**src/rtl/gpio_pin_pkg.sv**
```systemverilog
package gpio_pin_pkg;

    localparam int CFG_W = 8;
    localparam int N_ALT = 3;

    typedef enum logic [1:0] {
        FN_GPIO = 2'b00,
        FN_ALT1 = 2'b01,
        FN_ALT2 = 2'b10,
        FN_ALT3 = 2'b11
    } pin_fn_e;

    // Bit layout: [7] open-drain, [6] reserved, [5] irq enable,
    // [4:3] function, [2] reserved, [1] invert, [0] drive (output)
    typedef struct packed {
        logic    open_drain;
        logic    rsv6;
        logic    irq_en;
        pin_fn_e fn;
        logic    rsv2;
        logic    invert;
        logic    dir_out;
    } pin_cfg_t;

    localparam pin_cfg_t CFG_RESET = '0;

endpackage

```
**src/rtl/gpio_cfg_reg.sv**
```systemverilog
module gpio_cfg_reg
    import gpio_pin_pkg::*;
(
    input  logic             clk,
    input  logic             rst_n,
    input  logic             cfg_mode,
    input  logic             cfg_wr,
    input  logic [CFG_W-1:0] cfg_wdata,
    output pin_cfg_t         cfg_q,
    output logic [CFG_W-1:0] cfg_rdata
);

    pin_cfg_t cfg_d;

    always_comb begin
        cfg_d = cfg_q;
        if (cfg_mode && cfg_wr) begin
            cfg_d      = pin_cfg_t'(cfg_wdata);
            cfg_d.rsv6 = 1'b0;
            cfg_d.rsv2 = 1'b0;
        end
    end

    always_ff @(posedge clk or negedge rst_n) begin
        if (!rst_n) cfg_q <= CFG_RESET;
        else        cfg_q <= cfg_d;
    end

    assign cfg_rdata = cfg_mode ? CFG_W'(cfg_q) : '0;

endmodule

```
**src/rtl/gpio_in_path.sv**
```systemverilog
module gpio_in_path
    import gpio_pin_pkg::*;
#(
    parameter int               SYNC_STAGES  = 2,
    parameter logic [N_ALT-1:0] ALT_OUT_MASK = 3'b001,
    parameter int               POL_ALT_SLOT = 1
) (
    input  logic             clk,
    input  logic             rst_n,
    input  logic             pad_in,
    input  pin_cfg_t         cfg,
    output logic             gpio_rdata,
    output logic [N_ALT-1:0] alt_rcv,
    output logic             irq
);

    typedef struct packed {
        logic [SYNC_STAGES-1:0] sync;
    } in_state_t;

    in_state_t st_d, st_q;
    logic      raw_lvl;
    logic      pol_lvl;

    always_comb begin
        st_d      = st_q;
        st_d.sync = {st_q.sync[SYNC_STAGES-2:0], pad_in};
    end

    always_ff @(posedge clk or negedge rst_n) begin
        if (!rst_n) st_q <= '0;
        else        st_q <= st_d;
    end

    assign raw_lvl    = st_q.sync[SYNC_STAGES-1];
    assign pol_lvl    = raw_lvl ^ cfg.invert;
    assign gpio_rdata = pol_lvl;
    assign irq        = cfg.irq_en & pol_lvl;

    for (genvar k = 0; k < N_ALT; k++) begin : g_alt_in
        logic sel;
        assign sel = (cfg.fn == pin_fn_e'(k + 1));
        if (ALT_OUT_MASK[k]) begin : g_out_slot
            assign alt_rcv[k] = 1'b1;
        end else if (k == POL_ALT_SLOT) begin : g_pol_slot
            assign alt_rcv[k] = sel ? pol_lvl : 1'b1;
        end else begin : g_raw_slot
            assign alt_rcv[k] = sel ? raw_lvl : 1'b1;
        end
    end

endmodule

```
**src/rtl/gpio_out_path.sv**
```systemverilog
module gpio_out_path
    import gpio_pin_pkg::*;
#(
    parameter logic [N_ALT-1:0] ALT_OUT_MASK = 3'b001
) (
    input  pin_cfg_t         cfg,
    input  logic             gpio_wdata,
    input  logic [N_ALT-1:0] alt_drv,
    output logic             pad_out,
    output logic             pad_oe
);

    logic drive_en;
    logic drive_val;

    always_comb begin
        drive_en  = 1'b0;
        drive_val = 1'b0;
        if (cfg.fn == FN_GPIO) begin
            drive_en  = cfg.dir_out;
            drive_val = gpio_wdata ^ cfg.invert;
        end else begin
            for (int k = 0; k < N_ALT; k++) begin
                if (cfg.fn == pin_fn_e'(k + 1)) begin
                    drive_en  = ALT_OUT_MASK[k];
                    drive_val = alt_drv[k];
                end
            end
        end
    end

    always_comb begin
        pad_oe  = 1'b0;
        pad_out = 1'b0;
        if (drive_en) begin
            if (cfg.open_drain) begin
                pad_oe  = ~drive_val;
                pad_out = 1'b0;
            end else begin
                pad_oe  = 1'b1;
                pad_out = drive_val;
            end
        end
    end

endmodule

```
**src/rtl/gpio_pin_ctrl.sv**
```systemverilog
module gpio_pin_ctrl
    import gpio_pin_pkg::*;
#(
    parameter int               SYNC_STAGES  = 2,
    parameter logic [N_ALT-1:0] ALT_OUT_MASK = 3'b001,
    parameter int               POL_ALT_SLOT = 1
) (
    input  logic             clk,
    input  logic             rst_n,
    input  logic             cfg_mode,
    input  logic             cfg_wr,
    input  logic [CFG_W-1:0] cfg_wdata,
    output logic [CFG_W-1:0] cfg_rdata,
    input  logic             pad_in,
    output logic             pad_out,
    output logic             pad_oe,
    input  logic             gpio_wdata,
    output logic             gpio_rdata,
    input  logic [N_ALT-1:0] alt_drv,
    output logic [N_ALT-1:0] alt_rcv,
    output logic             irq
);

    pin_cfg_t cfg_word;

    gpio_cfg_reg u_cfg (
        .clk       (clk),
        .rst_n     (rst_n),
        .cfg_mode  (cfg_mode),
        .cfg_wr    (cfg_wr),
        .cfg_wdata (cfg_wdata),
        .cfg_q     (cfg_word),
        .cfg_rdata (cfg_rdata)
    );

    gpio_in_path #(
        .SYNC_STAGES  (SYNC_STAGES),
        .ALT_OUT_MASK (ALT_OUT_MASK),
        .POL_ALT_SLOT (POL_ALT_SLOT)
    ) u_in (
        .clk        (clk),
        .rst_n      (rst_n),
        .pad_in     (pad_in),
        .cfg        (cfg_word),
        .gpio_rdata (gpio_rdata),
        .alt_rcv    (alt_rcv),
        .irq        (irq)
    );

    gpio_out_path #(
        .ALT_OUT_MASK (ALT_OUT_MASK)
    ) u_out (
        .cfg        (cfg_word),
        .gpio_wdata (gpio_wdata),
        .alt_drv    (alt_drv),
        .pad_out    (pad_out),
        .pad_oe     (pad_oe)
    );

endmodule

```
**config.mk**
```make
export PLATFORM = sky130hd
export DESIGN_NAME = gpio_pin_ctrl
export DESIGN_NICKNAME = d
export VERILOG_FILES = /design/src/rtl/gpio_pin_pkg.sv /design/src/rtl/gpio_cfg_reg.sv /design/src/rtl/gpio_in_path.sv /design/src/rtl/gpio_out_path.sv /design/src/rtl/gpio_pin_ctrl.sv
export SDC_FILE = /design/constraint.sdc
export NUM_CORES = 1
export LEC_CHECK = 0
export BUFFER_PORTS_ARGS = -buffer_cell sky130_fd_sc_hd__buf_2
export CAP_MARGIN = 20
export CORE_AREA = 2 2 39 41
export CTS_CLUSTER_DIAMETER = 150
export CTS_CLUSTER_SIZE = 40
export DETAILED_ROUTE_END_ITERATION = 6
export DIE_AREA = 0 0 41 43
export PLACE_DENSITY = 0.67
export SLEW_MARGIN = 20
export SYNTH_ARGS = -nofsm -noshare
export SYNTH_HDL_FRONTEND = slang
export SYNTH_SLANG_ARGS = --single-unit
export TNS_END_PERCENT = 30
```
**constraint.sdc**
```tcl
create_clock -name clk -period 1.3 [get_ports clk]
set_clock_uncertainty 0.1 [all_clocks]
set_input_delay 0.26 -clock clk [delete_from_list [all_inputs] [get_ports clk]]
set_output_delay 0.26 -clock clk [all_outputs]
set_load 0.02 [all_outputs]
```
==> results.yml <==
sta:
  timing.hold.ws_ps: 20.3
  fmax_mhz: 578
  setup_viol: 11
  fin_crit_sh_pct: 133
  postLayoutSetupSlackWorst_ps: -429
  slew_violations: 0
  layout_min_cycle_time_ps: 1730
  rsz0062_at_grt: "yes"
  hold_violations: 0
power:
  power_density_nw_per_um2: 1180
  irDropWorstVdd_v: 0.000625
  leakagePower_nw: 0.346
worst_setup_path:
  crit_required_ps: 940
  worstSetupEndpointType: "output pin"
  critPathLaunchType: "flip-flop"
  worstPathMaxFanout: 4
  path_buf_inv: 1
  worst-path-stages: 3
  crit_type: "flip-flop to output pin"
  arrival_ps: 1370
  cpLargestDelayFamily: "flip-flops"
  rr_worst_depth: 2
  slowest_stage: "dfrtp_2"
  crit_chain: "xor2_2 -> or3b_4 -> buf_6"
  cpPeakStageDelay_ps: 450
global_routing:
  grt_pass1_wl_um: 1320
  grt_max_degree: 9
  grt_antenna_before_repair: 0
  grt_remaining_overflow: 0
  first_global_vias: 322
  grt_use_total_pct: 11.2
yosys:
  synth_top_area_share_pct: 45.8
  synth.avg_cell_area_um2: 11.2
  ys_types: 18
  yosys_register_bits: 8
  netlist_instances: 39
  synthTopCellsByArea: "dfrtp_1 (46%), mux2_2 (15%), and2_1 (8.6%)"
  syn_area_um2: 437
  yosys.area.top_type: "dfrtp_1"
  ys_seq_area_share_pct: 45.8
  yosys_warnings: 0
final_layout:
  area_growth_pct: 61.9
  stdcell_area_um2: 707
  fin_cells: 86
  drive_gt1_share_pct: 68.6
  final_nets: 89
  insertedDiodeCount: 0
floorplanning:
  num_rows: 14
  initial_core_util_pct: 31.6
  fp.dieW_um: 41
  io_pins: 32
  design.die.area_um2: 1760
  core_um2: 1380
  die_h_um: 43
drt:
  drtIter0Drc: 1
  ant_nets: 0
  wire_per_inst_um: 10.4
  wirelength_um: 891
  routed_via_density: 4.33
  drtPass1Iterations: 2
  vias: 372
  drc_errors: 0
outcome:
  status: "finished with violations"
  violations: "negative setup slack"
hold_path:
  hp-class: "input port to flip-flop"
  hold_depth: 1
clock_tree:
  htreeDepth: 1
  cts_tree: "yes"
  root_buffer: "clkbuf_4"
  clkTransAtPathRegs_ps: 50
  cts.sinks: 8
  cts_buffers: 3
  clockBufferDepth: 2
  insertion_delay_ps: 240
placed_design:
  port_buffers: 24
  dpl.hpwl_um: 732
  dp.cells: 82
  place_area_um2: 626
  place.gp.congestion: 0.647
run:
  maxCapViolCount: 0
==> worst reg2reg max path, delay by kind of cell (launching register included) <==
kind	cells	cell delay, ps
flip-flops	1	420
multiplexers	1	250
buffers and inverters	1	160
==> cell usage in the layout, fill, tap and decap left out, types with 2 or more instances in the layout <==
master / instances
and2_1: 6
buf_2: 19
buf_4: 6
buf_6: 5
clkbuf_4: 3
conb_1: 3
dfrtp_1: 6
dfrtp_2: 2
mux2_2: 6
xor2_2: 2
==> cell families after synthesis <==
logic type	share of synthesized area (%)
XOR/XNOR	4.01
buffers and inverters	7.16
other	1.72
AND/OR/NAND/NOR	19.8
AO/OA/AOI/OAI	6.02
multiplexers	15.5
flip-flops	45.8
==> synth_stat cells <==
library cell  instances
nor4b_1               1
buf_4                 3
dfrtp_1               8
nor2_1                1
and3_1                1
or3b_1                1
conb_1                2
inv_1                 1
nand3b_1              1
and2_2                1
a311oi_1              1
nand2_2               1
a32o_1                1
xor2_1                2
o21bai_1              1
and2_1                6
mux2_2                6
clkbuf_2              1
==> stage by stage <==
step                      TNS [ps]  utilization [%]  setup slack [ps]  total power, W
final                        -2320             51.1              -429        0.000831
after global routing         -2820             51.1              -468        0.000882
after CTS                    -2650             48.6              -426        0.000824
after detailed placement      -612             45.2              -195        0.000619
after global placement        -569             45.2              -185        0.000613
after floorplan               -274                -              -101        0.000505
==> path summary, 6_finish.rpt <==
path / slack (ps) / from / end
max: -430 / u_cfg.cfg_q[1]$_DFFE_PN0P_ / alt_rcv[1]
min: 20 / pad_in / u_in.st_q[0]$_DFF_PN0_
max reg2reg: 260 / u_cfg.cfg_q[4]$_DFFE_PN0P_ / u_cfg.cfg_q[4]$_DFFE_PN0P_
min reg2reg: 250 / u_in.st_q[0]$_DFF_PN0_ / u_in.st_q[1]$_DFF_PN0_
max in group asynchronous: 640 / rst_n / u_cfg.cfg_q[1]$_DFFE_PN0P_
min in group asynchronous: 280 / rst_n / u_cfg.cfg_q[0]$_DFFE_PN0P_
==> layer usage <==
layer	wire length, µm	GRT usage (%)	vias to the layer above
li1	-	-	188
met4	0	8.00	0
met5	0	0	-
met2	458	14.7	17
met1	367	16.1	167
met3	65	1.57	0
==> power by group <==
part	internal, W	leakage (nW)	switching (W)
combinational	0.000177	0.241	0.000154
sequential	0.000282	0.0917	0.0000417
clock	0.000105	0.0138	0.0000717
total	0.000564	0.346	0.000267
==> area by class of cell <==
class | count | area, µm²
clock buffers | 3 | 22.5
fillers | 130 | 677
repair buffers | 31 | 206
flip-flops and latches | 8 | 203
well taps | 16 | 20.0
inverters | 1 | 3.75
multi-input cells | 27 | 251
==> what timing repair did <==
action | 4_1_cts | 5_1_grt
pin swaps | 0 | 1
resized for setup | 5 | 10
endpoints found under the hold margin | 8 | 0
gates cloned | 0 | 0
hold buffers | 1 | 0
setup buffers | 0 | 0
endpoints found under the setup margin | 11 | 12
==> state kept, by name, indices dropped and copies added (netlist names) <==
| signal | count |
|---|---|
| u_in.st_q | 2 |
| u_cfg.cfg_q | 6 |
No activity file was read; power rests on OpenSTA's default activity.
